==> src/rtl/scrub_seq_pkg.sv <==
package scrub_seq_pkg;

    typedef enum logic [2:0] {
        SQ_INIT,
        SQ_OBSERVE,
        SQ_CORRECT,
        SQ_CLASSIFY,
        SQ_IDLE,
        SQ_INJECT,
        SQ_HALT
    } seq_state_e;

    typedef struct packed {
        logic crc_only;
        logic single;
    } err_evt_t;

endpackage

==> src/rtl/scrub_beat_gen.sv <==
module scrub_beat_gen #(
    parameter int CNT_W = 7
) (
    input  logic clk,
    input  logic rst,
    input  logic en,
    output logic beat
);
    localparam int PERIOD = 1 << CNT_W;

    logic [CNT_W-1:0] cnt;

    always_ff @(posedge clk) begin
        if (rst) cnt <= '0;
        else     cnt <= cnt + 1'b1;
    end

    assign beat = en && (&cnt);

    // checker: cycles since the last pulse while enabled
    logic [CNT_W:0] gap;
    always_ff @(posedge clk) begin
        if (rst || !en || beat) gap <= '0;
        else                    gap <= gap + 1'b1;
    end

    AST_BEAT_PULSE: assert property (@(posedge clk) disable iff (rst)
        beat |=> !beat);
    AST_BEAT_GAP: assert property (@(posedge clk) disable iff (rst)
        gap < (CNT_W+1)'(PERIOD));
endmodule

==> src/rtl/scrub_verdict.sv <==
module scrub_verdict #(
    parameter bit COR_EN = 1'b1,
    parameter bit CLS_EN = 1'b1
) (
    input  logic clk,
    input  logic rst,
    input  logic cor_exit,
    input  logic cls_exit,
    input  logic crc_only,
    input  logic cor_ok,
    input  logic cls_hit,
    output logic flag_uncorr,
    output logic flag_essential
);
    logic uncorr_val, ess_val;

    always_comb begin
        uncorr_val = !COR_EN || crc_only || !cor_ok;
        ess_val    = !CLS_EN || crc_only || cls_hit;
    end

    always_ff @(posedge clk) begin
        if (rst) begin
            flag_uncorr    <= 1'b0;
            flag_essential <= 1'b0;
        end else begin
            if (cor_exit) flag_uncorr    <= uncorr_val;
            if (cls_exit) flag_essential <= ess_val;
        end
    end

    AST_FLAG_HOLD: assert property (@(posedge clk) disable iff (rst)
        !cor_exit |=> $stable(flag_uncorr));
endmodule

==> src/rtl/scrub_sequencer.sv <==
module scrub_sequencer
    import scrub_seq_pkg::*;
#(
    parameter int ADDR_W = 36,
    parameter int BEAT_W = 7,
    parameter bit COR_EN = 1'b1,
    parameter bit CLS_EN = 1'b1
) (
    input  logic              clk,
    input  logic              rst,
    input  logic              det_ecc_err,
    input  logic              det_ecc_single,
    input  logic              det_syn_valid,
    input  logic              det_crc_err,
    input  logic              idle_req,
    input  logic              inj_strobe,
    input  logic [ADDR_W-1:0] inj_addr,
    input  logic              init_done,
    input  logic              cor_done,
    input  logic              cor_ok,
    input  logic              cls_done,
    input  logic              cls_hit,
    input  logic              inj_done,
    input  logic              eng_fault,
    output logic              init_req,
    output logic              cor_req,
    output logic              cls_req,
    output logic              inj_req,
    output logic [ADDR_W-1:0] inj_addr_q,
    output logic              evt_single,
    output logic              st_init,
    output logic              st_observe,
    output logic              st_correct,
    output logic              st_classify,
    output logic              st_inject,
    output logic              heartbeat,
    output logic              flag_uncorr,
    output logic              flag_essential
);
    seq_state_e state, state_nx;
    err_evt_t   evt_q;

    logic ecc_hit, det_hit, cor_pass, cls_pass, cor_exit, cls_exit;

    always_comb begin
        ecc_hit  = det_ecc_err && det_syn_valid;
        det_hit  = ecc_hit || det_crc_err;
        cor_pass = !COR_EN || evt_q.crc_only || cor_done;
        cls_pass = !CLS_EN || evt_q.crc_only || cls_done;
        cor_exit = (state == SQ_CORRECT)  && cor_pass && !eng_fault;
        cls_exit = (state == SQ_CLASSIFY) && cls_pass && !eng_fault;
    end

    always_comb begin
        state_nx = state;
        unique case (state)
            SQ_INIT:     if (eng_fault) state_nx = SQ_HALT;
                         else if (init_done) state_nx = SQ_OBSERVE;
            SQ_OBSERVE:  if (det_hit) state_nx = SQ_CORRECT;
                         else if (idle_req) state_nx = SQ_IDLE;
            SQ_CORRECT:  if (eng_fault) state_nx = SQ_HALT;
                         else if (cor_pass) state_nx = SQ_CLASSIFY;
            SQ_CLASSIFY: if (eng_fault) state_nx = SQ_HALT;
                         else if (cls_pass) state_nx = SQ_OBSERVE;
            SQ_IDLE:     if (inj_strobe) state_nx = SQ_INJECT;
                         else if (!idle_req) state_nx = SQ_OBSERVE;
            SQ_INJECT:   if (eng_fault) state_nx = SQ_HALT;
                         else if (inj_done) state_nx = SQ_IDLE;
            SQ_HALT:     state_nx = SQ_HALT;
            default:     state_nx = SQ_HALT;
        endcase
    end

    // state register with event and address capture
    always_ff @(posedge clk) begin
        if (rst) begin
            state      <= SQ_INIT;
            evt_q      <= '0;
            inj_addr_q <= '0;
        end else begin
            state <= state_nx;
            if (state == SQ_OBSERVE && det_hit) begin
                evt_q.crc_only <= !ecc_hit;
                evt_q.single   <= ecc_hit && det_ecc_single;
            end
            if (state == SQ_IDLE && inj_strobe) inj_addr_q <= inj_addr;
        end
    end

    // output decode
    always_comb begin
        st_init     = 1'b0;
        st_observe  = 1'b0;
        st_correct  = 1'b0;
        st_classify = 1'b0;
        st_inject   = 1'b0;
        init_req    = 1'b0;
        cor_req     = 1'b0;
        cls_req     = 1'b0;
        inj_req     = 1'b0;
        unique case (state)
            SQ_INIT:     begin st_init = 1'b1; init_req = 1'b1; end
            SQ_OBSERVE:  st_observe = 1'b1;
            SQ_CORRECT:  begin st_correct = 1'b1; cor_req = COR_EN && !evt_q.crc_only; end
            SQ_CLASSIFY: begin st_classify = 1'b1; cls_req = CLS_EN && !evt_q.crc_only; end
            SQ_IDLE:     ;
            SQ_INJECT:   begin st_inject = 1'b1; inj_req = 1'b1; end
            SQ_HALT: begin
                st_init = 1'b1; st_observe = 1'b1; st_correct = 1'b1;
                st_classify = 1'b1; st_inject = 1'b1;
            end
            default: ;
        endcase
    end

    assign evt_single = evt_q.single;

    scrub_beat_gen #(.CNT_W(BEAT_W)) beat_i (
        .clk  (clk),
        .rst  (rst),
        .en   (st_observe && !st_init),
        .beat (heartbeat)
    );

    scrub_verdict #(.COR_EN(COR_EN), .CLS_EN(CLS_EN)) verdict_i (
        .clk            (clk),
        .rst            (rst),
        .cor_exit       (cor_exit),
        .cls_exit       (cls_exit),
        .crc_only       (evt_q.crc_only),
        .cor_ok         (cor_ok),
        .cls_hit        (cls_hit),
        .flag_uncorr    (flag_uncorr),
        .flag_essential (flag_essential)
    );

    logic [4:0] st_vec;
    assign st_vec = {st_init, st_observe, st_correct, st_classify, st_inject};

    AST_STATUS_CODE: assert property (@(posedge clk) disable iff (rst)
        $onehot0(st_vec) || (&st_vec));
    AST_INIT_ONCE: assert property (@(posedge clk) disable iff (rst)
        (state != SQ_INIT) |=> (state != SQ_INIT));
    AST_ADDR_HOLD: assert property (@(posedge clk) disable iff (rst)
        !(state == SQ_IDLE && inj_strobe) |=> $stable(inj_addr_q));
    AST_CRC_ONLY_FLAG: assert property (@(posedge clk) disable iff (rst)
        (state == SQ_CLASSIFY && evt_q.crc_only) |-> flag_uncorr);
    AST_HALT_STICKY: assert property (@(posedge clk) disable iff (rst)
        (state == SQ_HALT) |=> (state == SQ_HALT));
endmodule

==> config.mk <==
export PLATFORM = sky130hd
export DESIGN_NAME = scrub_sequencer
export DESIGN_NICKNAME = d
export VERILOG_FILES = /design/src/rtl/scrub_seq_pkg.sv /design/src/rtl/scrub_beat_gen.sv /design/src/rtl/scrub_verdict.sv /design/src/rtl/scrub_sequencer.sv
export SDC_FILE = /design/constraint.sdc
export NUM_CORES = 1
export LEC_CHECK = 0
export ABC_AREA = 1
export BUFFER_PORTS_ARGS = -buffer_cell sky130_fd_sc_hd__buf_4
export CAP_MARGIN = 20
export CELL_PAD_IN_SITES_DETAIL_PLACEMENT = 0
export CELL_PAD_IN_SITES_GLOBAL_PLACEMENT = 1
export CORE_MARGIN = 2
export CORE_UTILIZATION = 29
export DETAILED_ROUTE_END_ITERATION = 6
export GPL_TIMING_DRIVEN = 0
export PLACE_DENSITY = 0.77
export SLEW_MARGIN = 25
export SYNTH_ARGS = -nofsm -noshare
export SYNTH_HDL_FRONTEND = slang
export SYNTH_HIERARCHICAL = 1
export SYNTH_SLANG_ARGS = --single-unit
==> constraint.sdc <==
create_clock -name clk -period 1.3 [get_ports clk]
set_clock_uncertainty 0.1 [all_clocks]
set_input_delay 0 -clock clk [delete_from_list [all_inputs] [get_ports clk]]
set_output_delay 0 -clock clk [all_outputs]
set_load 0.03 [all_outputs]
# Word-level counts from Yosys, hierarchy flattened

Index checks and enable logic that the tools add are counted.

Flip-flop bits (word level): 50
Logic and storage cells: 70

Add/sub/neg operators: 1
Equal/unequal tests: 12
Mux-type cells: 22
Reduce and logical (&&, ||, !) cells: 28

Operators with widths:

| kind                  | number |
|---|---|
| $mux W3               | 12 |
| $ne A3 B3 Y1 const B  | 6 |
| $pmux W3 S6           | 1 |
| $logic_and A1 B1 Y1   | 10 |
| $reduce_or A2 Y1      | 5 |
| $eq A3 B3 Y1 const B  | 3 |
| $mux W1               | 9 |
| $add A7 B1 Y7 const B | 1 |
| $reduce_and A7 Y1     | 1 |
| $eq A3 B2 Y1 const B  | 2 |
| $reduce_and A6 Y1     | 1 |
| $logic_not A1 Y1      | 5 |
| $logic_or A1 B1 Y1    | 5 |
| $eq A3 B1 Y1 const B  | 1 |
| $logic_not A3 Y1      | 1 |

# Logic depth before layout (Yosys ltp)

Depth in word-level cells: 6
Mapped depth: 10

# Modules after synthesis

The synthesis kept the hierarchy.

Modules (own cells, without submodules):

| module          | instances | cells an instance | area each (µm²) | sequential area each (µm²) |
|---|---|---|---|---|
| scrub_sequencer | 1         | 262               | 1848.0          | 820.8 |
| scrub_beat_gen  | 1         | 48                | 324.1           | 140.1 |
| scrub_verdict   | 1         | 13                | 83.8            | 40.0 |

# Worst setup path after synthesis

Ideal clock, no wire load.

Kind: reg2reg
From: register state[2]
To: register state[1]
Setup time: 0.114 ns
Arrival: 1.116 ns
Path slack: -0.030 ns
Stages on the path, launching flop included: 9
Clock period less this slack: 1.330 ns
Cell sequence: dfxtp_1 clkbuf_2 inv_2 nand3_1 nor2_1 nor2_1 nand3_2 nor2_1 nor2_2

Word-level cells in the longest chain between the ends: 3
Elaborated cells on any way between the ends: 14
Classes of those cells: eq/ne (11); mux (1); reduce/logical (2)

Ends and longest elaborated chain:

| element                              | RTL line              | text |
|---|---|---|
| start: declaration                   | scrub_sequencer.sv:40 | `seq_state_e state, state_nx;` |
| start signal: assignment             | scrub_sequencer.sv:81 | `state <= state_nx;` |
| $eq A3 B2 Y1 (tied with other cells) | scrub_sequencer.sv:56 | `unique case (state)` |
| $ne A3 B3 Y1 (no line)               | -                     |  |
| $reduce_and A6 Y1 (no line)          | -                     |  |

Parallel ways exist; a longest one is shown, timed or not.
A chain may end at the register's enable or synchronous reset.

# Worst setup path after layout

From: register state[1]
To: register inj_addr_q[29]

Word-level cells in the longest chain between the ends: 2

Ends and longest elaborated chain:

| element                | RTL line              | text |
|---|---|---|
| $eq A3 B3 Y1           | scrub_sequencer.sv:86 | `if (state == SQ_IDLE && inj_strobe) inj_addr_q <= inj_addr;` |
| $logic_and A1 B1 Y1    | scrub_sequencer.sv:86 |  |
| end signal: assignment | scrub_sequencer.sv:86 |  |
| end: declaration       | scrub_sequencer.sv:29 | `output logic [ADDR_W-1:0] inj_addr_q,` |

Every way passes these cells.

==> metrics.md <==
| Metric | Value |
|---|---|
| Status | `finished, violations left` |
| Violated checks | `setup timing` |
| CTS tree | `built` |
| Synthesized area per cell | `6.98 µm²` |
| Ratio of final minimum period to clock period | `107%` |
| Final Critical Period | `1390 ps` |
| Critical path, cell by cell | `nor2_4, nand2_2, clkinv_4, buf_12, clkbuf_16, nand3_2, a21oi_2` |
| First drt pass iteration count | `4` |
| WP data arrival | `1530 ps` |
| P per Cell Area | `1490 nW/µm²` |
| # rows | `32` |
| Ranking of synthesized cells by area | `dfxtp_1 44%, nand2_1 13%, nand3_1 11%` |
| Fin worst setup slack | `-85.0 ps` |
| Worst-margin pin slew | `1060 ps` |
| Post-DP HPWL | `4780 µm` |
| Initial Util | `29.5%` |
| Vias in the first global route | `2,639` |
| DRT iter0 DRCs | `42` |
| Layout fillers | `694` |
| Synth cell types | `20` |
| Placed Area | `3130 µm²` |
| Net Sw Frac | `42.4%` |
| Seq/Total Area, Yosys | `44.4%` |
| # setup viols final | `44` |
| CTS Buffer Depth | `2` |
| CP Class | `flop to flop` |
| Post-Syn Area | `2260 µm²` |
| Synthesized netlist cell count | `323` |
| Endpoint class of the critical path | `flop` |
| Global placement routability congestion | `0.842` |
| Post-Syn Nets | `375` |
| Buffers and inverters on the worst path | `3` |
| GRT overflow | `0` |
| Synth top area share | `44.4%` |
| Design Area, Final | `4470 µm²` |
| Initial antenna violation count | `0` |
| Largest net degree at the start of global routing | `16` |
| Worst slack, placed | `-230 ps` |
| Slowest-stage cell, CP | `dfxtp_4` |
| Crit-path max cell delay | `390 ps` |
| Avg WL per Cell | `13.2 µm` |
| Die ar. | `8500 µm²` |
| Chip width | `92.2 µm` |
| CP Launch Type | `flop` |
| Count of final hold-check violations | `0` |
| Vias/cell | `4.58` |
| P_sw | `2.82 mW` |
| Synth Warn # | `6` |
| Final nets | `546` |
| Final ANT Viol Nets | `0` |
| Final core utilization | `58.4%` |
| Residual DRC count | `0` |
| Layout area overhead | `97.9%` |
| Sequential power share | `29.3%` |
| Clk pwr share | `13.8%` |
| Top cells by count, synth | `78 x nand2_1, 50 x dfxtp_1, 49 x nand3_1` |
| Clk Latency, worst-skew pair | `300 ps` |
| Max FO, Critical Path | `7` |
| Most frequent cell after synthesis | `nand2_1` |
| Cell taking the most area after synthesis | `dfxtp_1` |
| Fmax | `0.722 GHz` |
| Placed cell count | `524` |
| Io pins | `100` |
| WP data required | `1440 ps` |
| Hold Path Class | `input pin to flop` |
| Leak | `1.87 nW` |
| FF+latch count, synth | `50` |
| Share of layout cells above drive strength 1 | `51.9%` |
| CTS Sinks | `50` |
| H-tree depth | `2` |
| Pwr Total | `6.66 mW` |
| Internal power | `3.84 mW` |
| Predominant post-synthesis flop cell | `dfxtp_1` |
| Clock transition at path regs | `100 ps` |
| Num CTS Buffers | `5` |
| Core area | `7650 µm²` |
| Post-synth EDFFs | `0` |
| Global-route wire length before repair | `11,900 µm` |
| Ant. Diodes | `0` |
| Number of port buffers | `99` |
| RSZ-0062 raised after global routing | `yes` |
| DR vias | `2,734` |
| CP delay by family, top | `buffers and inverters` |
| Worst VDD drop | `0.678 mV` |
| Slew Viols, Final | `0` |
| Routed WL | `7890 µm` |
| Total GRT Usage | `17.0%` |
| Finished Layout Cells | `597` |
| Comb power frac | `56.9%` |
| Die Y-Extent | `92.2 µm` |
| Root Driver | `clkbuf_8` |
| Slew HR | `29.4%` |
| Max_cap viols | `0` |
| Post-synth ARST share | `0%` |
-- worst register-to-register path, stage by stage, from the launching register on --
cell	delay [ps]
dfxtp_4	390
nor2_4	130
nand2_2	90
clkinv_4	100
buf_12	150
clkbuf_16	170
nand3_2	70
a21oi_2	130
-- repair_timing --
action / 4_1_cts / 5_1_grt
endpoints found under the setup margin: 53 / 52
pin swaps: 15 / 50
hold buffers: 43 / 0
hold endpoints to repair: 47 / 0
resized for setup: 73 / 99
gates cloned: 7 / 1
buffers inserted: 12 / 4
-- sequential cells by signal (all words and copies together) (netlist names) --
| signal | cells |
|---|---|
| evt_single | 1 |
| beat_i/cnt | 7 |
| verdict_i/flag_uncorr | 1 |
| verdict_i/flag_essential | 1 |
| state | 3 |
| evt_q | 1 |
| inj_addr_q | 36 |
-- cell type report --
type,instances,area [µm²],area share [%]
flip-flops and latches,50,1010,22.7
clock inverters,2,13.8,0.308
well taps,102,128,2.86
plain buffers,16,176,3.95
repair buffers,163,1430,32.0
multi-input cells,228,1500,33.6
clock buffers,6,72.6,1.63
inverters,30,130,2.91
-- cell families after synthesis --
| family | share of synthesized area [%] |
|---|---|
| flip-flops | 44.4 |
| AND/OR/NAND/NOR | 33.6 |
| buffers and inverters | 10.5 |
| adder cells (fa/ha/maj) | 0.555 |
| AO/OA/AOI/OAI | 10.9 |
-- layer usage --
metal  vias to the layer above  track usage, %  wire length (µm)
li1                       1377               -                 -
met1                      1272            21.0              3350
met2                        72            30.1              4110
met3                        13            3.04               317
met4                         0            4.98               114
met5                         -               0                 0
-- power by group through the flow --
| stage | Sequential, mW | Combinational, mW | Clock (mW) |
|---|---|---|---|
| after floorplan | 2.13 | 1.36 | 0 |
| after global placement | 1.90 | 2.41 | 0 |
| after detailed placement | 1.90 | 2.41 | 0 |
| after CTS | 1.92 | 3.26 | 0.939 |
| after global routing | 1.98 | 4.03 | 1.00 |
| final | 1.95 | 3.79 | 0.920 |
-- placed cells by master, fill, tap and decap left out, types with 2 or more instances in the layout --
cell / n
inv_1: 21
nand3_1: 15
dlygate4sd3_1: 43
buf_8: 7
inv_4: 2
dfxtp_1: 44
nor2_2: 15
buf_6: 21
buf_12: 2
dfxtp_2: 4
inv_2: 4
nand3_2: 27
buf_4: 100
nand2_2: 16
nor2_1: 29
clkbuf_1: 6
nand2_4: 5
dfxtp_4: 2
nand2_1: 59
a21oi_2: 27
clkinv_4: 2
o21ai_0: 4
nor2_4: 2
nor3_2: 2
nand3_4: 8
a21oi_1: 15
clkbuf_8: 5
-- final timing paths --
check	slack, ps	depth (start not counted)	startpoint	endpoint
worst max-delay path	-90	7	state[1]$_SDFFE_PP0P_	inj_addr_q[29]$_SDFFE_PP0P_
worst min-delay path	20	5	det_crc_err	evt_q[1]$_SDFFE_PP0P_
worst max register to register	-90	7	state[1]$_SDFFE_PP0P_	inj_addr_q[29]$_SDFFE_PP0P_
worst min register to register	370	2	evt_single$_SDFFE_PP0P_	evt_single$_SDFFE_PP0P_
-- per-stage QoR --
| step | hold slack (ps) | TNS [ps] |
|---|---|---|
| final | 18.3 | -1890 |
| after global routing | 84.4 | -4730 |
| after CTS | 16.5 | -1690 |
| after detailed placement | 122 | -7520 |
| after global placement | 115 | -7770 |
| after floorplan | -33.3 | -0.757 |
(Power assumes the default switching activity.)
